**config.mk**
```make
export PLATFORM = sky130hd
export DESIGN_NAME = bus_strobe_seq
export DESIGN_NICKNAME = d
export VERILOG_FILES = /design/src/rtl/bus_seq_pkg.sv /design/src/rtl/bs_rst_filter.sv /design/src/rtl/bs_cycle_timer.sv /design/src/rtl/bs_strobe_reg.sv /design/src/rtl/bus_strobe_seq.sv
export SDC_FILE = /design/constraint.sdc
export NUM_CORES = 1
export LEC_CHECK = 0
export ABC_AREA = 1
export CELL_PAD_IN_SITES_DETAIL_PLACEMENT = 1
export CELL_PAD_IN_SITES_GLOBAL_PLACEMENT = 1
export CORE_MARGIN = 4
export CORE_UTILIZATION = 33
export DETAILED_ROUTE_END_ITERATION = 8
export PLACE_DENSITY_LB_ADDON = 0.1
export SETUP_SLACK_MARGIN = 0.02
export SLEW_MARGIN = 0
export SYNTH_ARGS = -nofsm -noshare
export SYNTH_HDL_FRONTEND = slang
export SYNTH_SLANG_ARGS = --single-unit
export TNS_END_PERCENT = 1
```
**constraint.sdc**
```tcl
create_clock -name clk -period 2.15 [get_ports clk]
set_input_delay 0.645 -clock clk [delete_from_list [all_inputs] [get_ports clk]]
set_output_delay 0.645 -clock clk [all_outputs]
set_load 0.02 [all_outputs]
```
**src/rtl/bus_seq_pkg.sv**
```systemverilog
package bus_seq_pkg;

  localparam int TICK_W = 4;
  localparam logic [TICK_W-1:0] LAST_TICK = 4'd11;

  // slot windows of the machine-cycle frame
  localparam logic [TICK_W-1:0] ALE_A_LO  = 4'd0;
  localparam logic [TICK_W-1:0] ALE_A_HI  = 4'd1;
  localparam logic [TICK_W-1:0] ALE_B_LO  = 4'd6;
  localparam logic [TICK_W-1:0] ALE_B_HI  = 4'd7;
  localparam logic [TICK_W-1:0] PSEN_A_LO = 4'd3;
  localparam logic [TICK_W-1:0] PSEN_A_HI = 4'd5;
  localparam logic [TICK_W-1:0] PSEN_B_LO = 4'd9;
  localparam logic [TICK_W-1:0] PSEN_B_HI = 4'd11;
  localparam logic [TICK_W-1:0] DSTB_LO   = 4'd3;
  localparam logic [TICK_W-1:0] DSTB_HI   = 4'd8;
  localparam logic [TICK_W-1:0] DDRV_LO   = 4'd2;
  localparam logic [TICK_W-1:0] DDRV_HI   = 4'd9;

  typedef struct packed {
    logic ext;
    logic rd;
    logic wr;
  } cyc_kind_t;

  typedef struct packed {
    logic ale;
    logic psen;
    logic rd;
    logic wr;
    logic addr_oe;
    logic data_oe;
    logic hi_sel;
  } strobe_t;

  function automatic logic in_win(input logic [TICK_W-1:0] t,
                                  input logic [TICK_W-1:0] lo,
                                  input logic [TICK_W-1:0] hi);
    return (t >= lo) && (t <= hi);
  endfunction

  function automatic logic [2:0] state_of(input logic [TICK_W-1:0] t);
    return 3'(t >> 1) + 3'd1;
  endfunction

  function automatic strobe_t decode_slot(input logic [TICK_W-1:0] t,
                                          input cyc_kind_t k);
    strobe_t s;
    logic dat;
    dat       = k.rd | k.wr;
    s.ale     = in_win(t, ALE_A_LO, ALE_A_HI) ||
                (!dat && in_win(t, ALE_B_LO, ALE_B_HI));
    s.psen    = k.ext && !dat &&
                (in_win(t, PSEN_A_LO, PSEN_A_HI) || in_win(t, PSEN_B_LO, PSEN_B_HI));
    s.rd      = k.rd && in_win(t, DSTB_LO, DSTB_HI);
    s.wr      = k.wr && in_win(t, DSTB_LO, DSTB_HI);
    s.addr_oe = s.ale && (k.ext || dat);
    s.data_oe = k.wr && in_win(t, DDRV_LO, DDRV_HI);
    s.hi_sel  = k.ext || dat;
    return s;
  endfunction

endpackage

```
**src/rtl/bs_rst_filter.sv**
```systemverilog
module bs_rst_filter #(
  parameter int RST_HOLD = 24
) (
  input  logic clk,
  input  logic rst_pin,
  output logic rst_int
);
  localparam int CW = $clog2(RST_HOLD + 1);
  localparam logic [CW-1:0] LIM = CW'(RST_HOLD - 1);

  logic [CW-1:0] run_cnt;

  always_ff @(posedge clk) begin
    if (!rst_pin) begin
      run_cnt <= '0;
      rst_int <= 1'b0;
    end else begin
      if (run_cnt < LIM) run_cnt <= run_cnt + 1'b1;
      rst_int <= (run_cnt >= LIM);
    end
  end
endmodule

```
**src/rtl/bs_cycle_timer.sv**
```systemverilog
module bs_cycle_timer
  import bus_seq_pkg::*;
#(
  parameter int PC_W          = 16,
  parameter int INT_ROM_BYTES = 4096
) (
  input  logic                clk,
  input  logic                rst_int,
  input  logic                ea_strap,
  input  logic [PC_W-1:0]     pc_i,
  input  logic                rd_req,
  input  logic                wr_req,
  output logic [TICK_W-1:0]   tick_q,
  output logic [TICK_W-1:0]   tick_nx,
  output cyc_kind_t           kind_q,
  output cyc_kind_t           kind_nx,
  output logic                strap_q
);
  localparam logic [PC_W:0] ROM_LIM = (PC_W+1)'(INT_ROM_BYTES);

  logic      wrap;
  cyc_kind_t snap;

  assign wrap = (tick_q == LAST_TICK);

  always_comb begin
    snap.ext = !strap_q || ({1'b0, pc_i} >= ROM_LIM);
    snap.rd  = rd_req;
    snap.wr  = wr_req && !rd_req;
  end

  always_comb begin
    if (rst_int) begin
      tick_nx = LAST_TICK;
      kind_nx = '0;
    end else if (wrap) begin
      tick_nx = '0;
      kind_nx = snap;
    end else begin
      tick_nx = tick_q + 1'b1;
      kind_nx = kind_q;
    end
  end

  always_ff @(posedge clk) begin
    tick_q <= tick_nx;
    kind_q <= kind_nx;
    if (rst_int) strap_q <= ea_strap;
  end
endmodule

```
**src/rtl/bs_strobe_reg.sv**
```systemverilog
module bs_strobe_reg
  import bus_seq_pkg::*;
(
  input  logic              clk,
  input  logic              rst_int,
  input  logic [TICK_W-1:0] tick_nx,
  input  cyc_kind_t         kind_nx,
  output strobe_t           strb_q
);
  always_ff @(posedge clk) begin
    if (rst_int) strb_q <= '0;
    else         strb_q <= decode_slot(tick_nx, kind_nx);
  end
endmodule

```
**src/rtl/bus_strobe_seq.sv**
```systemverilog
module bus_strobe_seq
  import bus_seq_pkg::*;
#(
  parameter int PC_W          = 16,
  parameter int INT_ROM_BYTES = 4096,
  parameter int RST_HOLD      = 24
) (
  input  logic            clk,
  input  logic            rst_pin,
  input  logic            ea_strap,
  input  logic [PC_W-1:0] pc_i,
  input  logic            dmem_rd_req,
  input  logic            dmem_wr_req,
  output logic            ale_o,
  output logic            psen_o,
  output logic            rd_o,
  output logic            wr_o,
  output logic            ad_addr_oe,
  output logic            ad_data_oe,
  output logic            hi_addr_sel,
  output logic [2:0]      state_o,
  output logic            phase_o
);
  logic              rst_int;
  logic [TICK_W-1:0] tick_q;
  logic [TICK_W-1:0] tick_nx;
  cyc_kind_t         kind_q;
  cyc_kind_t         kind_nx;
  logic              strap_q;
  strobe_t           strb_q;
  logic              ext_q;
  logic              dat_q;

  bs_rst_filter #(.RST_HOLD(RST_HOLD)) u_rst (
    .clk     (clk),
    .rst_pin (rst_pin),
    .rst_int (rst_int)
  );

  bs_cycle_timer #(.PC_W(PC_W), .INT_ROM_BYTES(INT_ROM_BYTES)) u_timer (
    .clk      (clk),
    .rst_int  (rst_int),
    .ea_strap (ea_strap),
    .pc_i     (pc_i),
    .rd_req   (dmem_rd_req),
    .wr_req   (dmem_wr_req),
    .tick_q   (tick_q),
    .tick_nx  (tick_nx),
    .kind_q   (kind_q),
    .kind_nx  (kind_nx),
    .strap_q  (strap_q)
  );

  bs_strobe_reg u_strb (
    .clk     (clk),
    .rst_int (rst_int),
    .tick_nx (tick_nx),
    .kind_nx (kind_nx),
    .strb_q  (strb_q)
  );

  // named events for the checker
  assign ext_q = kind_q.ext;
  assign dat_q = kind_q.rd | kind_q.wr;

  assign ale_o       = strb_q.ale;
  assign psen_o      = strb_q.psen;
  assign rd_o        = strb_q.rd;
  assign wr_o        = strb_q.wr;
  assign ad_addr_oe  = strb_q.addr_oe;
  assign ad_data_oe  = strb_q.data_oe;
  assign hi_addr_sel = strb_q.hi_sel;
  assign state_o     = state_of(tick_q);
  assign phase_o     = tick_q[0];
endmodule

```
Word-level counts from Yosys, hierarchy flattened

Index checks and enable logic that the tools add are counted.

Add/subtract/negate cells: 3
Multiply operators: 0
Div/mod/pow operators: 0
Magnitude comparators: 14
Equality and inequality tests: 1
Shift operators: 0
Mux-type cells: 4
Bitwise operators: 1
Reduce and logical (&&, ||, !) cells: 21

Operator list:

| operator               | count |
|---|---|
| $ge A16 B13 Y1 const B | 1 |
| $logic_and A1 B1 Y1    | 14 |
| $le A4 B4 Y1 const B   | 3 |
| $ge A4 B2 Y1 const B   | 2 |
| $le A4 B3 Y1 const B   | 2 |
| $mux W4                | 2 |
| $mux W3                | 2 |
| $add A5 B1 Y5 const B  | 1 |
| $ge A5 B5 Y1 const B   | 1 |
| $lt A5 B5 Y1 const B   | 1 |
| $add A4 B1 Y4 const B  | 1 |
| $eq A4 B4 Y1 const B   | 1 |
| $ge A4 B1 Y1 const B   | 1 |
| $ge A4 B3 Y1 const B   | 1 |
| $ge A4 B4 Y1 const B   | 1 |
| $le A4 B1 Y1 const B   | 1 |
| $logic_or A1 B1 Y1     | 4 |
| $add A3 B1 Y3 const B  | 1 |
| $logic_not A1 Y1       | 3 |
| $or A1 B1 Y1           | 1 |

Register bits: 21
Bits in latches: 0
RAM bits: 0
ROM bits: 0
Bits of input ports: 21
Output and inout bits: 11
Logic and storage cells: 58
Memories kept: 0

Longest topological paths before layout

Gate-level depths: netlist of the first run.

Depth after elaboration: 9
Gate-level depth with buffers: 9
Mapped depth without buffers: 9

Cells and area by module

A second synthesis of the first run with hierarchy kept.

Cells, all modules: 119
Area, all modules: 915.9 um^2

Modules (own cells, without submodules):

| module         | times used | cells an instance | area each (um^2) | sequential area each (um^2) |
|---|---|---|---|---|
| bs_cycle_timer | 1          | 40                | 342.8            | 170.2 |
| bs_strobe_reg  | 1          | 39                | 272.8            | 140.1 |
| bs_rst_filter  | 1          | 33                | 265.3            | 120.1 |
| bus_strobe_seq | 1          | 7                 | 35.0             | 0.0 |

Worst setup path after synthesis of the first run

OpenSTA, ideal clock, no wires.

Path type: reg-to-output
From: register u_timer.tick_q[1]
To: output state_o[2]
Arrival time: 915 ps
Required time: 1,505 ps
Path slack: 590 ps
Stages on the path, launching flop included: 3
Path buffers: 0
Path through: dfxtp_1 > ha_1 > xor2_1

Cells in the longest elaborated chain, start to end: 1

Ends and longest elaborated chain:

| item                   | RTL line             | source |
|---|---|---|
| from (decl)            | bs_cycle_timer.sv:13 | `output logic [TICK_W-1:0] tick_q,` |
| from (signal assigned) | bs_cycle_timer.sv:46 | `tick_q <= tick_nx;` |
| $add A3 B1 Y3          | bus_seq_pkg.sv:43    | `return 3'(t >> 1) + 3'd1;` |
| to (decl)              | bus_strobe_seq.sv:21 | `output logic [2:0] state_o,` |

Every way passes these cells.

Worst setup path in the final report of the first run

From: register u_timer.tick_q[0]
To: output phase_o

RTL lines:

| item      | RTL line             | source |
|---|---|---|
| to (decl) | bus_strobe_seq.sv:22 | `output logic phase_o` |

No word-level cell between the ends.

==> impl_metrics.csv, run 1 <==
group,metric,value,unit
timing,report.final.slew_viol_count,0,
timing,worst_pin_slew,0.245,ns
placement,gp_congestion,0.756,
floorplanning,rows,18,
hold_path,hold_class,"flop to flop",
cts,clock_sinks,21,
global_routing,grt_pass1_wl,3400,um
cts,cts.path.max_buffers,2,
drt,wl,1940,um
outcome,run_status,"finished, final reports clean",
cts,htreeDepth,1,
cells_and_area,area_delta_synth_final,27.4,%
floorplanning,core-area,2540,um^2
yosys,synth_cell_types,23,
drt,drc_errors,0,
drt,drt-vias-per-instance,4.76,
global_routing,grt_util_all_layers,12.2,%
floorplanning,die_area,3650,um^2
yosys,ys_ff_latch,21,
critical_path,crit_path_start,"u_timer.tick_q[0]",
flow_run,maxCapViolCount,0,
yosys,synth_top_area_share,44.1,%
global_routing,grt.overflow.total,0,
timing,setup_tns,0,ns
cts,cts_inserted_buffers,3,
yosys,synth_edf_count,1,
drt,via_count,786,
yosys,ys_async_sr_fraction,0,%
yosys,yosysMostFrequentCell,"nand2_1",
drt,topRoutingLayerUsed,"met4",
drt,wl_met2,901,um
global_routing,grt_pass1_vias,812,
critical_path,worstPathArrival,1.37,ns
cells_and_area,ff_latch_area,430,um^2
cells_and_area,nets,160,
power_and_ir_drop,ir_worst_vdd,594,uV
global_routing,antenna_found_initial,0,
critical_path,max_stage_delay,0.64,ns
cells_and_area,n_fill_cell,327,
yosys,synth_largest_area_cell,"dfxtp_1",
timing,clock_skew,0.00597,ns
hold_path,hold_end,"u_rst.run_cnt[1]",
cells_and_area,layout-drive-gt1-share,13.3,%
yosys,syn_avg_cell_area,8.10,um^2
hold_path,hold_depth,2,
critical_path,worstReg2RegEnd,"u_strb.strb_q[2]",
cts,clock_latency,0.30,ns
cells_and_area,antenna_cells,0,
critical_path,cpMaxStageDelayCell,"clkdlybuf4s50_1",
yosys,yosys-top-cells-count,"25 x nand2_1, 20 x dfxtp_1, 18 x inv_1",
global_routing,grt_start_max_net_pins,13,
power_and_ir_drop,power_density,1140,nW/um^2
yosys,yosysSeqAreaShare,47.4,%
drt,wl_met1,903,um
critical_path,startpoint_type,"flop",
critical_path,rr_worst_depth,8,
floorplanning,io_pins,32,
floorplanning,die_w,60.4,um
timing,grt_setup_unrepaired,"false",
critical_path,critPathBufInv,1,
timing,slew-limit-headroom,83.6,%
timing,period_needed,2.01,ns
cts,root_buffer,"clkbuf_4",
critical_path,crit_fanout,5,
cts,clkTransAtPathRegs,0.12,ns
cts,cts_tree,"done",
drt,antenna_left,0,
timing,hold_viol_final,0,
cells_and_area,final_area,1160,um^2
cells_and_area,multiInputGateArea,400,um^2
critical_path,timing.rr.start,"u_timer.tick_q[0]",
cts,postCtsHoldBufs,0,
placement,dp_hpwl,1600,um
yosys,syn_inst,112,
yosys,synth.yosys.warnings,0,
yosys,synthTopCellsByArea,"dfxtp_1 44%, nand2_1 10%, inv_1 7.4%, nand3_1 6.1%, nand3_2 4.4%",
hold_path,hold_start,"u_rst.run_cnt[1]",
drt,dr_wl_met3,111,um
drt,first_pass_iters,4,
timing,post-route-period-util,93.6,%
critical_path,timing.reg2reg.setup_slack,0.65,ns
critical_path,critical_path_required,1.50,ns
critical_path,path_cells,"clkdlybuf4s50_1",
yosys,synth.net_count,136,
floorplanning,die_height,60.4,um
critical_path,cp_top_family,"buffers and inverters",
drt,wl_per_cell,11.7,um
drt,drt_iter0_drc,11,
critical_path,critPathKind,"flop to output port",
yosys,ys.flop_type,"dfxtp_1",
yosys,syn_area,907,um^2
timing,setup_viol,0,
placement,placed_cell_area,1130,um^2
placement,port-buffer-count,19,
critical_path,endpoint_kind,"output port",
power_and_ir_drop,leakage,0.546,nW
floorplanning,start_util,35.6,%
timing,fmaxAchievable,0.497,GHz
==> cells in the final DEF, fill, tap and decap left out <==
cell             instances
nand2_1                 25
dfxtp_1                 20
inv_1                   18
clkdlybuf4s50_1         17
nand3_1                 11
nor2_1                   8
a21oi_1                  5
nand3_2                  4
ha_1                     3
clkbuf_4                 3
clkinv_2                 2
xor2_1                   2
o21ai_1                  2
a21oi_2                  2
nand3_4                  1
nand2_2                  1
nor2_4                   1
inv_2                    1
and3_1                   1
nor3_1                   1
or2_2                    1
o21ai_0                  1
o31ai_1                  1
a31o_2                   1
dlygate4sd2_1            1
clkbuf_2                 1
edfxtp_1                 1
==> worst min-delay path: stages (launching register included) <==
cell and delay, ns:
dfxtp_1 0.35, nand3_1 0.08, a21oi_1 0.06
==> power by group <==
group | switching, W | leakage, nW | total, W | internal (W)
registers | 0.0000463 | 0.175 | 0.000537 | 0.000491
clock network | 0.000116 | 0.0177 | 0.000185 | 0.0000692
logic | 0.000361 | 0.354 | 0.000600 | 0.000238
==> sequential cells by signal, indices dropped and copies added (netlist names) <==
name,count
u_timer.strap_q,1
u_rst.rst_int,1
u_rst.run_cnt,5
u_timer.tick_q,4
u_strb.strb_q,7
u_timer.kind_q,3
==> metrics by stage <==
step                worst slack (ns)  cells  total power, W  util, %  hold slack, ns
global placement               0.168    161         0.00116     44.6           0.494
global route                  0.0509    165         0.00143     45.4           0.546
detailed placement             0.129    161         0.00118     44.6           0.504
finish                         0.137    165         0.00132     45.4           0.526
CTS                           0.0508    165         0.00135     45.6           0.525
floorplan                      0.590    112        0.000941        -           0.476
==> layout make-up <==
cell class,instances,share of cell area (%)
Inverter,20,6.60
Clock inverter,1,0.433
Sequential cell,21,37.2
Tap cell,30,3.25
Timing Repair Buffer,19,15.9
Clock buffer,3,1.95
Multi-Input combinational cell,71,34.6
==> logic make-up after synthesis <==
family	after synthesis	share of synthesized area [%]
fa+ha+maj	3	4.14
buf+inv	20	8.41
flops	21	47.4
compound gates	12	8.14
simple gates	54	29.9
xor+xnor	2	1.93
==> what timing repair did <==
action,CTS,global route
gates cloned,0,0
hold endpoints to repair,0,0
endpoints found under the setup margin,2,1
gates resized for setup,2,2
buffers inserted,0,0
==> how the worst max path moves through the flow <==
stage | endpoint | slack (ns) | cells past startpoint
after detailed placement | state_o[2] | 0.13 | 3
after global routing | phase_o | 0.05 | 1
final | phase_o | 0.14 | 1
after CTS | state_o[2] | 0.05 | 3
after floorplan | state_o[2] | 0.59 | 2
after global placement | state_o[2] | 0.17 | 3
==> metal layers <==
layer	track usage [%]	vias to the layer above
li1	-	402
met1	15.1	369
met2	21.1	13
met3	2.13	2
met4	4.64	0
met5	0	-
No activity file was read; power rests on OpenSTA's default activity.
==> run 2: changes to the inputs <==
Settings changed: CORE_UTILIZATION 33 to 28.
Clock period 2.15 ns to 1.7 ns, I/O delays scaled along.
==> run 2 against run 1 <==
Worst setup slack got worse by 0.065 ns. Worst hold slack worse by 0.0029 ns. Via count grew 1.1%. Largest cell class unchanged. Total power is 29% higher. Sequential power is 26% higher. Clock skew shrank 0.0046 ns. Clock-buffer cell count is 1 higher. Final cell count is 11% higher. Sequential cell count stayed put. Register-to-register slack got worse by 0.46 ns. Critical path depth grew 2. Non-clock buffer count up 4. Largest power group unchanged.
==> impl_metrics.csv, run 2 (synthesis gave the netlist of run 1 again) <==
group,metric,value,unit
drt,drt_iter0_drc,14,
drt,wl_per_cell,11.2,um
floorplanning,core-area,3080,um^2
critical_path,worstPathArrival,1.12,ns
cts,cts_inserted_buffers,3,
hold_path,hold_start,"u_rst.run_cnt[1]",
timing,fmaxAchievable,0.614,GHz
hold_path,hold_end,"u_rst.run_cnt[1]",
drt,drc_errors,0,
flow_run,maxCapViolCount,0,
critical_path,timing.reg2reg.setup_slack,0.19,ns
critical_path,critical_path_required,1.19,ns
critical_path,endpoint_kind,"output port",
floorplanning,die_w,64.9,um
cts,htreeDepth,1,
drt,drt-vias-per-instance,4.34,
critical_path,crit_fanout,2,
cells_and_area,nets,164,
cts,clock_sinks,21,
power_and_ir_drop,power,0.00170,W
hold_path,hold_depth,2,
placement,place_ws,-0.0981,ns
critical_path,startpoint_type,"flop",
cells_and_area,area_delta_synth_final,33.2,%
critical_path,rr_worst_depth,8,
cells_and_area,layout-drive-gt1-share,18.7,%
placement,gp_congestion,0.787,
cells_and_area,final_cell_mix,"25 x nand2_1, 18 x inv_1, 18 x dfxtp_1",
drt,first_pass_iters,3,
timing,period_needed,1.63,ns
critical_path,timing.rr.start,"u_timer.tick_q[1]",
cells_and_area,n_fill_cell,386,
cells_and_area,largestRegisters,"u_strb.strb_q (7), u_rst.run_cnt (5), u_timer.tick_q (4)",
timing,fin_hold_ws,0.523,ns
critical_path,worstReg2RegEnd,"u_strb.strb_q[2]",
power_and_ir_drop,ir_worst_vdd,468,uV
cts,cts.path.max_buffers,2,
global_routing,grt_start_max_net_pins,12,
timing,post-route-period-util,95.8,%
drt,antenna_left,0,
timing,grt_setup_unrepaired,"true",
cts,root_buffer,"clkbuf_4",
placement,dp_hpwl,1670,um
global_routing,grt.overflow.total,0,
cts,clock_latency,0.30,ns
timing,setup_viol,0,
cts,cts_tree,"done",
cells_and_area,instances_no_fill,183,
critical_path,critPathKind,"flop to output port",
timing,setup_tns,0,ns
timing,clock_skew,0.00138,ns
global_routing,grt_pass1_wl,3620,um
power_and_ir_drop,leakage,0.576,nW
drt,via_count,795,
timing,hold_viol_final,0,
global_routing,grt_util_all_layers,10.9,%
timing,slew-limit-headroom,84.1,%
timing,report.final.slew_viol_count,0,
outcome,run_status,"finished, final reports clean",
placement,dp_cells,179,
cells_and_area,regMostFlops,"u_strb.strb_q",
power_and_ir_drop,power_density,1410,nW/um^2
floorplanning,rows,20,
floorplanning,start_util,29.5,%
cells_and_area,antenna_cells,0,
global_routing,antenna_found_initial,0,
cts,clkTransAtPathRegs,0.12,ns
drt,wl,2050,um
hold_path,hold_class,"flop to flop",
placement,port-buffer-count,19,
global_routing,grt_pass1_vias,856,
cells_and_area,largest_register_ffs,7,
timing,worst_pin_slew,0.238,ns
cells_and_area,final_common_cell,"nand2_1",
floorplanning,die_area,4210,um^2
floorplanning,io_pins,32,
floorplanning,die_height,64.9,um
timing,timing.final.ws_setup,0.0719,ns
[run 2: worst max-delay path by stage]
stage	from	end	slack, ns	depth (start not counted)
floorplan	u_timer.tick_q[1]	state_o[2]	0.27	2
global placement	u_timer.tick_q[1]	state_o[2]	-0.07	3
detailed placement	u_timer.tick_q[1]	state_o[2]	-0.1	3
CTS	u_timer.tick_q[1]	state_o[2]	0.01	3
global route	u_timer.tick_q[1]	state_o[2]	0.007	3
finish	u_timer.tick_q[1]	state_o[0]	0.07	3
[run 2: layer usage]
| layer | vias up | GRT usage [%] | wire, um |
|---|---|---|---|
| met5 | - | 0 | 0 |
| met4 | 0 | 4.75 | 21 |
| met3 | 2 | 3.29 | 152 |
| met2 | 14 | 18.4 | 973 |
| met1 | 368 | 12.6 | 907 |
| li1 | 411 | - | - |
[run 2: metrics by stage]
stage | util [%] | cell area (um^2)
floorplan | - | 907
global placement | 38.4 | 1180
detailed placement | 38.4 | 1180
CTS | 38.7 | 1190
global route | 39.3 | 1210
finish | 39.3 | 1210
[run 2: report_power, final]
| group | switching, W | leakage, nW | internal [W] |
|---|---|---|---|
| logic | 0.000481 | 0.386 | 0.000301 |
| clock network | 0.000152 | 0.0150 | 0.0000913 |
| registers | 0.0000501 | 0.176 | 0.000624 |
| total | 0.000684 | 0.576 | 0.00102 |
[run 2: what timing repair did]
item                                   CTS  global route
setup endpoints to repair               11             2
endpoints found under the hold margin    0             0
pin swaps                                0             0
gates resized for setup                 20             4
hold buffers                             0             0
setup buffers                            0             0
[run 2: cell type report]
cell class | instances | area (um^2) | share of cell area (%)
Sequential cell | 21 | 433 | 35.8
Multi-Input combinational cell | 71 | 415 | 34.4
Timing Repair Buffer | 23 | 203 | 16.8
Inverter | 20 | 76.3 | 6.31
Tap cell | 44 | 55.1 | 4.55
Clock buffer | 4 | 26.3 | 2.17
[run 2: worst max-delay path, cell delays in order (launching register included)]
cell and delay [ns]:
dfxtp_2 0.36, buf_4 0.13, inv_1 0.04, clkdlybuf4s15_1 0.29
